<file path="config.mk">
export PLATFORM = sky130hd
export DESIGN_NAME = rxs_pattern_rx
export DESIGN_NICKNAME = d
export VERILOG_FILES = /design/src/rtl/rxs_pkg.sv /design/src/rtl/rxs_phase_ctr.sv /design/src/rtl/rxs_ctrl.sv /design/src/rtl/rxs_window.sv /design/src/rtl/rxs_pattern_rx.sv
export SDC_FILE = /design/constraint.sdc
export NUM_CORES = 1
export LEC_CHECK = 0
export ABC_AREA = 1
export BUFFER_PORTS_ARGS = -buffer_cell sky130_fd_sc_hd__buf_4
export CORE_MARGIN = 2
export CORE_UTILIZATION = 59
export DETAILED_ROUTE_END_ITERATION = 7
export GPL_ROUTABILITY_DRIVEN = 0
export PLACE_DENSITY = 0.8
export SETUP_SLACK_MARGIN = 0.2
export SYNTH_ARGS = -nofsm -noshare
export SYNTH_HDL_FRONTEND = slang
export SYNTH_SLANG_ARGS = --single-unit
</file>
<file path="constraint.sdc">
create_clock -name clk -period 2.8 [get_ports clk]
set_clock_uncertainty 0.1 [all_clocks]
set_input_delay 0.14 -clock clk [delete_from_list [all_inputs] [get_ports clk]]
set_output_delay 0.14 -clock clk [all_outputs]
set_load 0.05 [all_outputs]
</file>
<file path="src/rtl/rxs_pkg.sv">
// Package: shared types for the oversampled pattern receiver.
// Assumes: nothing beyond IEEE 1800-2017 synthesizable types.
package rxs_pkg;

    // Receiver control phases
    typedef enum logic [1:0] {
        RX_IDLE    = 2'd0,   // waiting for a low level on the line
        RX_CONFIRM = 2'd1,   // low seen, waiting to re-sample it
        RX_DATA    = 2'd2    // stream accepted, sampling once per bit
    } rx_state_t;

endpackage

</file>
<file path="src/rtl/rxs_phase_ctr.sv">
// Module: rxs_phase_ctr
// What: loadable down-counter that times both the start-confirmation delay
//       and the spacing between data samples; zero_o marks the due cycle.
// Assumes: load_val_i never exceeds CNT_MAX; counter rests at zero.
module rxs_phase_ctr #(
    parameter int OSR         = 4,
    parameter int CONFIRM_DLY = 2,
    localparam int CNT_MAX    = (OSR > CONFIRM_DLY) ? OSR - 1 : CONFIRM_DLY - 1,
    localparam int CW         = (CNT_MAX < 1) ? 1 : $clog2(CNT_MAX + 1)
) (
    input  logic          clk,
    input  logic          clr_n,
    input  logic          load_i,
    input  logic [CW-1:0] load_val_i,
    output logic          zero_o
);

    logic [CW-1:0] cnt_q;

    // Purpose: reload on request, otherwise count down and rest at zero.
    always_ff @(posedge clk or negedge clr_n) begin
        if (!clr_n) begin
            cnt_q <= '0;
        end else if (load_i) begin
            cnt_q <= load_val_i;
        end else if (cnt_q != '0) begin
            cnt_q <= cnt_q - 1'b1;
        end
    end

    assign zero_o = (cnt_q == '0);

    AST_CTR_BOUND: assert property (@(posedge clk) disable iff (!clr_n)
        cnt_q <= CW'(CNT_MAX));

    AST_CTR_REST: assert property (@(posedge clk) disable iff (!clr_n)
        (zero_o && !load_i) |=> zero_o);

endmodule

</file>
<file path="src/rtl/rxs_ctrl.sv">
// Module: rxs_ctrl
// What: control FSM. It confirms start bits, paces the sampling of data
//       bits, raises the start pulse and returns to idle on end of stream.
// Assumes: line_i is already synchronous to clk; stop_i is combinational
//          from the window and is acted on only at a sampling edge.
module rxs_ctrl
    import rxs_pkg::*;
#(
    parameter int OSR         = 4,
    parameter int CONFIRM_DLY = 2,
    localparam int CNT_MAX    = (OSR > CONFIRM_DLY) ? OSR - 1 : CONFIRM_DLY - 1,
    localparam int CW         = (CNT_MAX < 1) ? 1 : $clog2(CNT_MAX + 1)
) (
    input  logic          clk,
    input  logic          clr_n,
    input  logic          line_i,
    input  logic          zero_i,
    input  logic          stop_i,
    output logic          load_o,
    output logic [CW-1:0] load_val_o,
    output logic          sample_o,
    output logic          flush_o,
    output logic          start_o
);

    rx_state_t state_q, state_d;
    logic      confirm;
    logic      start_q;

    // Purpose: next-state decisions and counter reload requests.
    always_comb begin
        state_d    = state_q;
        load_o     = 1'b0;
        load_val_o = CW'(CONFIRM_DLY - 1);
        confirm    = 1'b0;
        unique case (state_q)
            RX_IDLE: begin
                if (!line_i) begin
                    state_d = RX_CONFIRM;
                    load_o  = 1'b1;
                end
            end
            RX_CONFIRM: begin
                if (zero_i) begin
                    if (!line_i) begin
                        state_d    = RX_DATA;
                        load_o     = 1'b1;
                        load_val_o = CW'(OSR - 1);
                        confirm    = 1'b1;
                    end else begin
                        state_d = RX_IDLE;
                    end
                end
            end
            RX_DATA: begin
                if (zero_i) begin
                    load_o     = 1'b1;
                    load_val_o = CW'(OSR - 1);
                    if (stop_i) begin
                        state_d = RX_IDLE;
                    end
                end
            end
            default: state_d = RX_IDLE;
        endcase
    end

    // Purpose: state register and registered start pulse.
    always_ff @(posedge clk or negedge clr_n) begin
        if (!clr_n) begin
            state_q <= RX_IDLE;
            start_q <= 1'b0;
        end else begin
            state_q <= state_d;
            start_q <= confirm;
        end
    end

    assign sample_o = (state_q == RX_DATA) && zero_i;
    assign flush_o  = confirm;
    assign start_o  = start_q;

    AST_START_AFTER_CONFIRM: assert property (@(posedge clk) disable iff (!clr_n)
        start_o |-> ($past(state_q) == RX_CONFIRM));

    AST_START_PULSE: assert property (@(posedge clk) disable iff (!clr_n)
        start_o |=> !start_o);

    AST_SAMPLE_GAP: assert property (@(posedge clk) disable iff (!clr_n)
        sample_o |=> !sample_o);

    AST_END_TO_IDLE: assert property (@(posedge clk) disable iff (!clr_n)
        (sample_o && stop_i) |=> (state_q == RX_IDLE));

endmodule

</file>
<file path="src/rtl/rxs_window.sv">
// Module: rxs_window
// What: shift window of received bits with a fill count. It compares the
//       updated window with the pattern and flags the all-ones end code.
// Assumes: flush_i and sample_i are never high in the same cycle.
module rxs_window #(
    parameter int PAT_W   = 4,
    localparam int FILL_W = $clog2(PAT_W + 1)
) (
    input  logic             clk,
    input  logic             clr_n,
    input  logic             line_i,
    input  logic             sample_i,
    input  logic             flush_i,
    input  logic [PAT_W-1:0] pattern_i,
    output logic             stop_o,
    output logic             match_o
);

    logic [PAT_W-1:0]  win_q;
    logic [FILL_W-1:0] fill_q;
    logic [PAT_W-1:0]  win_nxt;
    logic              full_nxt;
    logic              hit_q;

    // Purpose: window contents and fill state after the pending sample.
    always_comb begin
        win_nxt  = {win_q[PAT_W-2:0], line_i};
        full_nxt = (fill_q >= FILL_W'(PAT_W - 1));
    end

    assign stop_o = full_nxt && (win_nxt == '1);

    // Purpose: shift in sampled bits, track fill, register the match pulse.
    always_ff @(posedge clk or negedge clr_n) begin
        if (!clr_n) begin
            win_q  <= '0;
            fill_q <= '0;
            hit_q  <= 1'b0;
        end else begin
            hit_q <= sample_i && full_nxt && (win_nxt == pattern_i);
            if (flush_i) begin
                win_q  <= '0;
                fill_q <= '0;
            end else if (sample_i) begin
                win_q <= win_nxt;
                if (fill_q != FILL_W'(PAT_W)) begin
                    fill_q <= fill_q + 1'b1;
                end
            end
        end
    end

    assign match_o = hit_q;

    AST_MATCH_NEEDS_FULL: assert property (@(posedge clk) disable iff (!clr_n)
        match_o |-> (fill_q == FILL_W'(PAT_W)));

    AST_MATCH_PULSE: assert property (@(posedge clk) disable iff (!clr_n)
        match_o |=> !match_o);

    AST_FLUSH_EMPTIES: assert property (@(posedge clk) disable iff (!clr_n)
        flush_i |=> (fill_q == '0));

endmodule

</file>
<file path="src/rtl/rxs_pattern_rx.sv">
// Module: rxs_pattern_rx (top)
// What: oversampled serial receiver. It confirms start bits against noise,
//       samples each bit near its centre, matches a runtime 4-bit pattern
//       (overlaps included) and goes idle on an all-ones window.
// Assumes: clk runs at OSR times the bit rate; line_i is synchronised
//          outside this block; the idle line level is high.
module rxs_pattern_rx #(
    parameter int OSR         = 4,
    parameter int CONFIRM_DLY = 2,
    parameter int PAT_W       = 4,
    localparam int CNT_MAX    = (OSR > CONFIRM_DLY) ? OSR - 1 : CONFIRM_DLY - 1,
    localparam int CW         = (CNT_MAX < 1) ? 1 : $clog2(CNT_MAX + 1)
) (
    input  logic             clk,
    input  logic             clr_n,
    input  logic             line_i,
    input  logic [PAT_W-1:0] pattern_i,
    output logic             start_o,
    output logic             match_o
);

    logic          ld;
    logic [CW-1:0] ld_val;
    logic          zero;
    logic          sample;
    logic          flush;
    logic          stop;

    rxs_phase_ctr #(.OSR(OSR), .CONFIRM_DLY(CONFIRM_DLY)) u_ctr (
        .clk        (clk),
        .clr_n      (clr_n),
        .load_i     (ld),
        .load_val_i (ld_val),
        .zero_o     (zero)
    );

    rxs_ctrl #(.OSR(OSR), .CONFIRM_DLY(CONFIRM_DLY)) u_ctrl (
        .clk        (clk),
        .clr_n      (clr_n),
        .line_i     (line_i),
        .zero_i     (zero),
        .stop_i     (stop),
        .load_o     (ld),
        .load_val_o (ld_val),
        .sample_o   (sample),
        .flush_o    (flush),
        .start_o    (start_o)
    );

    rxs_window #(.PAT_W(PAT_W)) u_win (
        .clk       (clk),
        .clr_n     (clr_n),
        .line_i    (line_i),
        .sample_i  (sample),
        .flush_i   (flush),
        .pattern_i (pattern_i),
        .stop_o    (stop),
        .match_o   (match_o)
    );

    AST_NO_SIMULTANEOUS: assert property (@(posedge clk) disable iff (!clr_n)
        !(start_o && match_o));

endmodule

</file>
## Word level (Yosys, flattened, before mapping)

Index checks and enable logic that the tools add are counted.

- Add/sub/neg operators: 2
- Order comparisons: 1
- Eq/ne operators: 9
- Muxes and demuxes: 22
- Reduce and logical (&&, ||, !) cells: 12

Operator list:

| cell | number |
|---|---|
| two-way mux 2 bit | 10 |
| two-way mux 3 bit | 5 |
| nonzero test 2 bit | 4 |
| one-hot mux 2 bit (3 select lines) | 1 |
| == test 4 bit | 1 |
| == test 4 bit, second input constant | 1 |
| logical AND 1 bit | 4 |
| logical NOT 2 bit | 2 |
| two-way mux 1 bit | 4 |
| != test 2 x 1 -> 1 bit, second input constant | 2 |
| != test 2 bit, second input constant | 2 |
| one-hot mux 2 bit (2 select lines) | 1 |
| AND reduction 4 bit | 1 |
| adder 3 x 1 -> 3 bit, second input constant | 1 |
| greater-or-equal comparator 3 x 2 -> 1 bit, second input constant | 1 |
| != test 3 bit, second input constant | 1 |
| one-hot mux 1 bit (3 select lines) | 1 |
| == test 2 x 1 -> 1 bit, second input constant | 1 |
| == test 2 bit, second input constant | 1 |
| AND reduction 2 bit | 1 |
| subtractor 2 x 1 -> 2 bit, second input constant | 1 |

- Register bits: 12
- Input bits: 7
- Output and inout port bits: 2
- Word-level logic and storage cells: 52

## Logic depth before layout (Yosys ltp)

Gate-level depths: netlist of the first run.

- Depth in word-level cells: 5
- Gate-level depth with buffers: 9
- Mapped depth without buffers: 9

## Hierarchy

Synthesis of the first run repeated with hierarchy kept, for this count alone.

- Cell total of the unflattened synthesis: 113
- Area total of the unflattened synthesis: 828.3 um^2

Modules (own cells, without submodules):

| module | instances | cells an instance | area an instance (um^2) | seq. area each (um^2) |
|---|---|---|---|---|
| rxs_window | 1 | 59 | 435.4 | 175.2 |
| rxs_ctrl | 1 | 37 | 272.8 | 75.1 |
| rxs_phase_ctr | 1 | 17 | 120.1 | 50.0 |

## Least setup slack after synthesis of the first run

OpenSTA, ideal clock, no wires.

- Path kind: flip-flop to flip-flop
- Start point: reg u_win.fill_q[0]
- End point: reg u_ctrl.state_q[0]
- Setup time: 0.117 ns
- Data arrival time: 1.131 ns
- Required time: 2.583 ns
- Slack: 1.452 ns
- Stages on the path, launching flop included: 9
- Buffers on the path: 0
- Clock period less this slack: 1.348 ns
- Path through: dfrtp_1 -> ha_1 -> ha_1 -> nor2_1 -> o21ai_0 -> nand2_1 -> nand2_2 -> nand3_1 -> nand2_1

- Word-level cells in the longest chain between the ends: 4

Ends and longest elaborated chain:

| what | RTL line | RTL |
|---|---|---|
| start, declared | rxs_window.sv:20 | `logic [FILL_W-1:0] fill_q;` |
| start signal, assigned | rxs_window.sv:47 | `fill_q <= fill_q + 1'b1;` |
| greater-or-equal comparator 3 x 2 -> 1 bit | rxs_window.sv:28 | `full_nxt = (fill_q >= FILL_W'(PAT_W - 1));` |
| logical AND 1 bit | rxs_window.sv:31 | `assign stop_o = full_nxt && (win_nxt == '1);` |
| != test 2 bit (no line) | -- |  |
| AND reduction 4 bit (no line) | -- |  |
| end signal, assigned | rxs_ctrl.sv:74 | `state_q <= state_d;` |
| end, declared | rxs_ctrl.sv:26 | `rx_state_t state_q, state_d;` |

No other way between the ends.
A chain may end at the register's enable or synchronous reset.

## Final worst setup path of the first run

- Start point: reg u_ctr.cnt_q[0]
- End point: reg u_ctrl.state_q[0]

- Word-level cells in the longest chain between the ends: 3
- Elaborated cells on any way between the ends: 4
- Those cells by class: 2 x eq/ne; 2 x reduce/logical

Ends and longest elaborated chain:

| what | RTL line | RTL |
|---|---|---|
| start, declared | rxs_phase_ctr.sv:18 | `logic [CW-1:0] cnt_q;` |
| start signal, assigned | rxs_phase_ctr.sv:25 | `cnt_q <= load_val_i;` |
| start signal, assigned | rxs_phase_ctr.sv:27 | `cnt_q <= cnt_q - 1'b1;` |
| logical NOT 2 bit (*) | rxs_phase_ctr.sv:31 | `assign zero_o = (cnt_q == '0);` |
| != test 2 x 1 -> 1 bit (no line) | -- |  |
| AND reduction 4 bit (no line) (*) | -- |  |

Mark *: on every way between the ends. The rest lies on a longest branch, timed or not.

==> results of run 1 <==
[per-layer routing]
metal	wire length (um)	up-vias
met1	630	269
li1	-	325
met4	36	0
met5	0	-
met2	670	20
met3	83	5
[cells in the final DEF, fill, tap and decap left out]
cell,synthesis,final
dlygate4sd3_1,0,1
nor3_2,1,1
clkbuf_4,0,3
buf_4,0,8
inv_4,1,1
nand3_2,2,2
nor2_1,4,4
dfrtp_1,12,12
a211oi_2,1,1
o21ai_0,4,4
clkinv_2,1,1
nand4_1,1,1
or2_2,1,1
nand2_1,20,20
o32ai_1,1,1
clkbuf_8,0,1
or2_0,1,1
a22oi_2,1,1
ha_1,9,9
o211ai_1,1,1
nand2_2,5,5
a21oi_2,1,1
xnor2_1,1,1
a21oi_1,3,3
inv_1,14,14
nand3_1,6,6
inv_2,1,1
nand2_4,1,1
[synthesized netlist by cell type (all sizes together)]
library cell,n,area [sq um]
xnor2,1,8.76
inv,16,62.6
dfrtp,12,300
ha,9,113
clkinv,1,5.00
o211ai,1,7.51
o32ai,1,8.76
o21ai,4,20.0
nand3,8,50.1
a211oi,1,12.5
nand4,1,6.26
nand2,26,118
a22oi,1,12.5
nor3,1,10.0
nor2,4,15.0
or2,2,12.5
a21oi,4,23.8
[flip-flops by register name, indices dropped and copies added, names as in the netlist]
name,flops
u_win.fill_q,3
u_win.win_q,3
u_ctr.cnt_q,2
u_ctrl.state_q,2
u_ctrl.start_o,1
u_win.match_o,1
[logic make-up (layout without fill, tap and decap cells)]
logic type,after synthesis,count (layout),share of synthesized area (%)
flip-flops,12,12,38.2
AND/OR/NAND/NOR,42,42,26.9
AO/OA/AOI/OAI,12,12,10.8
buffers and inverters,17,30,8.60
XOR/XNOR,1,1,1.11
adder cells (fa/ha/maj),9,9,14.3
[power groups by stage]
| stage | combinational, W | sequential, W | clock (W) |
|---|---|---|---|
| CTS | 0.000433 | 0.000293 | 0.000142 |
| detailed placement | 0.000427 | 0.000296 | 0 |
| global placement | 0.000410 | 0.000296 | 0 |
| global route | 0.000491 | 0.000305 | 0.000153 |
| floorplan | 0.000338 | 0.000292 | 0 |
| finish | 0.000428 | 0.000294 | 0.000141 |
[repair_timing]
| item | CTS | global route |
|---|---|---|
| buffers inserted | 0 | 0 |
| endpoints found under the hold margin | 12 | 0 |
| endpoints found under the setup margin | 0 | 0 |
| hold buffers | 1 | 0 |
[worst max-delay path by stage]
stage	to	cells after the start	slack, ns	from
floorplan	u_ctrl.state_q[0]	8	1.45	u_win.fill_q[0]
global placement	u_ctrl.state_q[1]	8	1.34	u_win.fill_q[0]
detailed placement	u_ctrl.state_q[0]	8	1.30	u_win.fill_q[0]
CTS	u_ctrl.state_q[1]	8	1.29	u_win.fill_q[0]
global route	u_ctrl.state_q[1]	8	1.14	u_win.fill_q[0]
finish	u_ctrl.state_q[0]	7	1.30	u_ctr.cnt_q[0]
[cell type report]
type / count / area [sq um] / share of cell area, %
inverters: 17 / 67.6 / 7.42
multi-input cells: 64 / 418 / 45.9
flip-flops and latches: 12 / 300 / 33.0
clock buffers: 4 / 36.3 / 3.98
repair buffers: 9 / 70.1 / 7.69
well taps: 15 / 18.8 / 2.06
[through the flow]
stage | setup WS, ns | area [sq um] | power (W)
global route | 1.14 | 911 | 0.000948
CTS | 1.29 | 911 | 0.000868
floorplan | 1.45 | 786 | 0.000630
finish | 1.30 | 911 | 0.000863
detailed placement | 1.30 | 865 | 0.000723
global placement | 1.34 | 865 | 0.000706
[worst max-delay path, cell delays in order, from the launching register on]
cell,delay [ns]
dfrtp_1,0.39
inv_1,0.09
ha_1,0.29
inv_1,0.13
a22oi_2,0.22
nand2_2,0.08
nand2_1,0.06
nand2_1,0.04
==> run metrics, run 1 <==
Flop pwr share=around a third; Clock Power Share=16.4%; Fmax=665 MHz; Area growth, synth to finish=15.9%; crit path DAT=about 1.6 ns; initial core utilization=61.9%; HP Class=input port to flip-flop; sequential fraction of the synthesis area=38.2%; Critical R2R Launch=u_ctr.cnt_q[0]; Worst Tran Pin Value=0.265 ns; top-level I/O count=9; synth unique cells=24; Hold Crit Endpoint=u_win.win_q[0]; Final Hold Fails=0; first-pass GRT wire length=about 2200 um; outcome=finished clean; Mapped Area=around 790 sq um; combinational share of power=between 40% and 50%; GRT overflow=0; CTS tree=built; power density over the cells=948 nW/um^2; clk slew on worst S/H paths=approximately 0.080 ns; Final min period=between 1.5 and 2 ns; worst reg-to-reg path cell count=7; maximum number of pins on one net before global-route repair=13; post-CTS sizing=0; via count=slightly above 600; endpoints failing setup=0; Max FO, Critical Path=6; endpoint class of the critical path=flip-flop; Total Neg Setup Slack=0 ns; initial antenna violation count=0; latest clock arrival within the worst-skew pair=~0.28 ns; reg2reg setup slack=~1.3 ns; Core ar.=roughly 1300 sq um; CTS root buf=clkbuf_4; number of global-route vias before repair=around 540; total CTS buffers=3; Top Usage Layer GRT=met2; DR vias/cell=slightly above 5; RSZ-0062 raised after global routing=no; layout cells sized above 1=26.4%; Routed WL=~1400 um; met1 Use GR=23.6%; PortBufs=8; Antenna Nets Post-Route=0; fill count=approximately 100; met3 Use GR=3.33%; Hold Startpoint=line_i; met2 global-route usage=37.3%; #FFs+latches synth=12; crit path kind=flip-flop to flip-flop; Peak VDD IR=0.454 mV; worst hold path cell count=3; drt wl/cell=11.7 um; worst endpoint required time=2.88 ns; syn nets=~110; Overall Global Routing Usage=21.1%; Cells after Synth=between 90 and 100; max-cap violation count=0; die height=40.5 um; placed cells=116; yosys warns=0; n_diodes=0; Post-Route Utilization=between 70 and 80%; Non-Filler Instances=between 100 and 150; # rows=13; worst hold slack=0.0338 ns; drt pass-1 iters=4; DRC=0; DR iter-0 viols=14; CP Launch Type=flip-flop; fin nets=123; # clock sinks=12; slew margin rel.=between 80% and 90%; Lkg Pwr=approximately 0.47 nW; Avg Inst Size Synth=approximately 8.4 sq um; chip width=a little over 40 um; Net Sw Frac=between 40% and 50%; die area=approximately 1600 sq um; Clock Tree Buf Depth=2; final worst path period share=53.7%; dpl hpwl=around 1100 um; Slew Viols, Final=0; cell internal pwr=between 0.0004 and 0.0005 W; CTS HTree Levels=1; FF-to-FF End=u_ctrl.state_q[0]; P_sw=0.000373 W
(Power assumes the default switching activity.)
==> run 2, diff against run 1 <==
--- a/config.mk
+++ b/config.mk
@@ -8,10 +8,10 @@
 export ABC_AREA = 1
 export BUFFER_PORTS_ARGS = -buffer_cell sky130_fd_sc_hd__buf_4
 export CORE_MARGIN = 2
-export CORE_UTILIZATION = 59
+export CORE_UTILIZATION = 55
 export DETAILED_ROUTE_END_ITERATION = 7
 export GPL_ROUTABILITY_DRIVEN = 0
-export PLACE_DENSITY = 0.8
+export PLACE_DENSITY = 0.76
 export SETUP_SLACK_MARGIN = 0.2
 export SYNTH_ARGS = -nofsm -noshare
 export SYNTH_HDL_FRONTEND = slang
==> constraint.sdc (replaced) <==
create_clock -name clk -period 1.48 [get_ports clk]
set_clock_uncertainty 0.1 [all_clocks]
set_input_delay 0.074 -clock clk [delete_from_list [all_inputs] [get_ports clk]]
set_output_delay 0.074 -clock clk [all_outputs]
set_load 0.05 [all_outputs]
==> run metrics, run 2 (synthesized netlist as in run 1, its figures left out) <==
die height=about 42 um; dpl hpwl=about 1200 um; crit path kind=flip-flop to flip-flop; first-pass GRT wire length=roughly 2600 um; total CTS buffers=3; maximum number of pins on one net before global-route repair=13; DRC=0; layout cells sized above 1=between 40 and 50%; post-route cell area=between 1000 and 1500 sq um; Flop pwr share=between 20% and 30%; max-cap violation count=0; Lkg Pwr=0.524 nW; Overall Global Routing Usage=around a fifth; initial antenna violation count=0; Final min period=around 1.4 ns; via count=approximately 700; CTS HTree Levels=1; latest clock arrival within the worst-skew pair=around 0.28 ns; Antenna Nets Post-Route=0; Core ar.=1320 sq um; final worst path period share=between 90% and 100%; Critical R2R Launch=u_ctr.cnt_q[0]; slowest CP cell=dfrtp_1; power density over the cells=~1900 nW/um^2; clk slew on worst S/H paths=0.08 ns; drt wl/cell=about 13 um; Area growth, synth to finish=36.0%; Hold Startpoint=pattern_i[3]; fin nets=roughly 130; slew margin rel.=between 80% and 90%; Setup crit start=u_ctr.cnt_q[0]; most frequent cells in the layout=18 x nand2_1, 14 x buf_4, 12 x dfrtp_1; CP bufs+invs=1; top-level I/O count=9; worst endpoint required time=1.54 ns; DR iter-0 viols=10; n_diodes=0; Fmax=around 710 MHz; CTS root buf=clkbuf_4; RSZ-0062 raised after global routing=yes; Post-Route Utilization=between 80 and 90%; Clock Tree Buf Depth=2; initial core utilization=between 50% and 60%; Power, Total=slightly below 0.002 W; placed cells=about 120; worst hold slack=0.00403 ns; HP Class=input port to flip-flop; drt pass-1 iters=4; fill count=a little under 80; number of global-route vias before repair=between 600 and 700; Largest regs=u_win.fill_q (3), u_win.win_q (3); Routed WL=about 1700 um; most common cell after layout, fill and taps aside=nand2_1; reg2reg setup slack=0.07 ns; CP delay by family, top=simple AND/OR/NAND/NOR gates; P_sw=about 0.00086 W; Clock Power Share=between 10% and 20%; combinational share of power=58.0%; endpoint class of the critical path=flip-flop; Final Hold Fails=0; PortBufs=8; # clock sinks=12; Peak VDD IR=around 1.2 mV; outcome=finished clean; Critical Path Max Stage Delay=approximately 0.4 ns; cell repeated most along the worst path=nand2_1; Max FO, Critical Path=6; Slew Viols, Final=0; Storage cell area=around 300 sq um; GRT overflow=0; DR vias/cell=about 5.4; CP Launch Type=flip-flop; die area=~1700 sq um; cell internal pwr=roughly 0.0011 W; chip width=approximately 42 um; Net Sw Frac=between 40 and 50%; Non-Filler Instances=130; Worst Tran Pin Value=roughly 0.23 ns; Multi-input gate area=498 sq um; CTS tree=built; worst-path cell chain=inv_2 > ha_4 > nand3_2 > nor2_2 > nand2_1 > nand2_2 > nand2_2 > nand2_1 > nand2_1; Placed Area=roughly 890 sq um; endpoints failing setup=0; # rows=13; crit path DAT=about 1.5 ns
-- run 2: cell count changes in the layout (fill, tap and decap cells not counted), moves of 2 or more --
cell / previous run / this run
buf_4: 8 / 14
dlygate4sd3_1: 1 / 4
ha_1: 9 / 4
ha_2: 0 / 3
ha_4: 0 / 2
inv_1: 14 / 10
inv_2: 1 / 4
nand2_1: 20 / 18
nand3_1: 6 / 4
nor2_1: 4 / 1
nor2_2: 0 / 2
o21ai_0: 4 / 1
o21ai_1: 0 / 2
-- run 2: per-stage QoR --
stage	setup TNS, ns	worst slack (ns)
6_report	0	0.0652
5_1_grt	-0.0555	-0.0313
4_1_cts	0	0.0934
3_5_place_dp	0	0.0715
3_3_place_gp	0	0.104
2_1_floorplan	0	0.186
-- run 2: layout make-up --
| cell class | instances | share of cell area [%] |
|---|---|---|
| well taps | 15 | 1.76 |
| repair buffers | 18 | 13.6 |
| clock buffers | 4 | 3.40 |
| multi-input cells | 64 | 46.6 |
| inverters | 17 | 6.56 |
| flip-flops and latches | 12 | 28.1 |
-- run 2: layer usage --
layer | part of all wire (%) | track usage [%]
met5 | 0 | 0
met4 | 3.4 | 9.68
met3 | 5.7 | 8.26
met2 | 52 | 35.3
met1 | 39 | 21.1
-- run 2: power groups by stage --
stage               Sequential [W]  Combinational (W)  Clock, W
finish                    0.000572            0.00115  0.000260
global route              0.000588            0.00128  0.000281
CTS                       0.000565           0.000977  0.000265
detailed placement        0.000567           0.000870         0
global placement          0.000561           0.000849         0
floorplan                 0.000557           0.000689         0
-- run 2: tightest hold or removal path, stage by stage --
cell and delay, ns:
buf_4 0.08, nand2_1 0.05, nand4_1 0.11, nor3_2 0.04
-- run 2: repair_timing --
action / in CTS / in global routing
cloned: 0 / 0
setup endpoints to repair: 11 / 12
hold endpoints to repair: 14 / 0
pin swaps: 6 / 4
gates resized for setup: 5 / 14
hold buffers: 4 / 0
setup buffers: 4 / 2
-- run 2: final timing paths --
| check | depth (start not counted) | end |
|---|---|---|
| setup / recovery | 9 | u_ctrl.state_q[0] |
| hold / removal | 4 | u_win.match_o |
| setup reg to reg | 9 | u_ctrl.state_q[0] |
| hold reg to reg | 2 | u_ctr.cnt_q[0] |
| max in group asynchronous | 2 | u_win.fill_q[1] |
| min in group asynchronous | 2 | u_win.match_o |
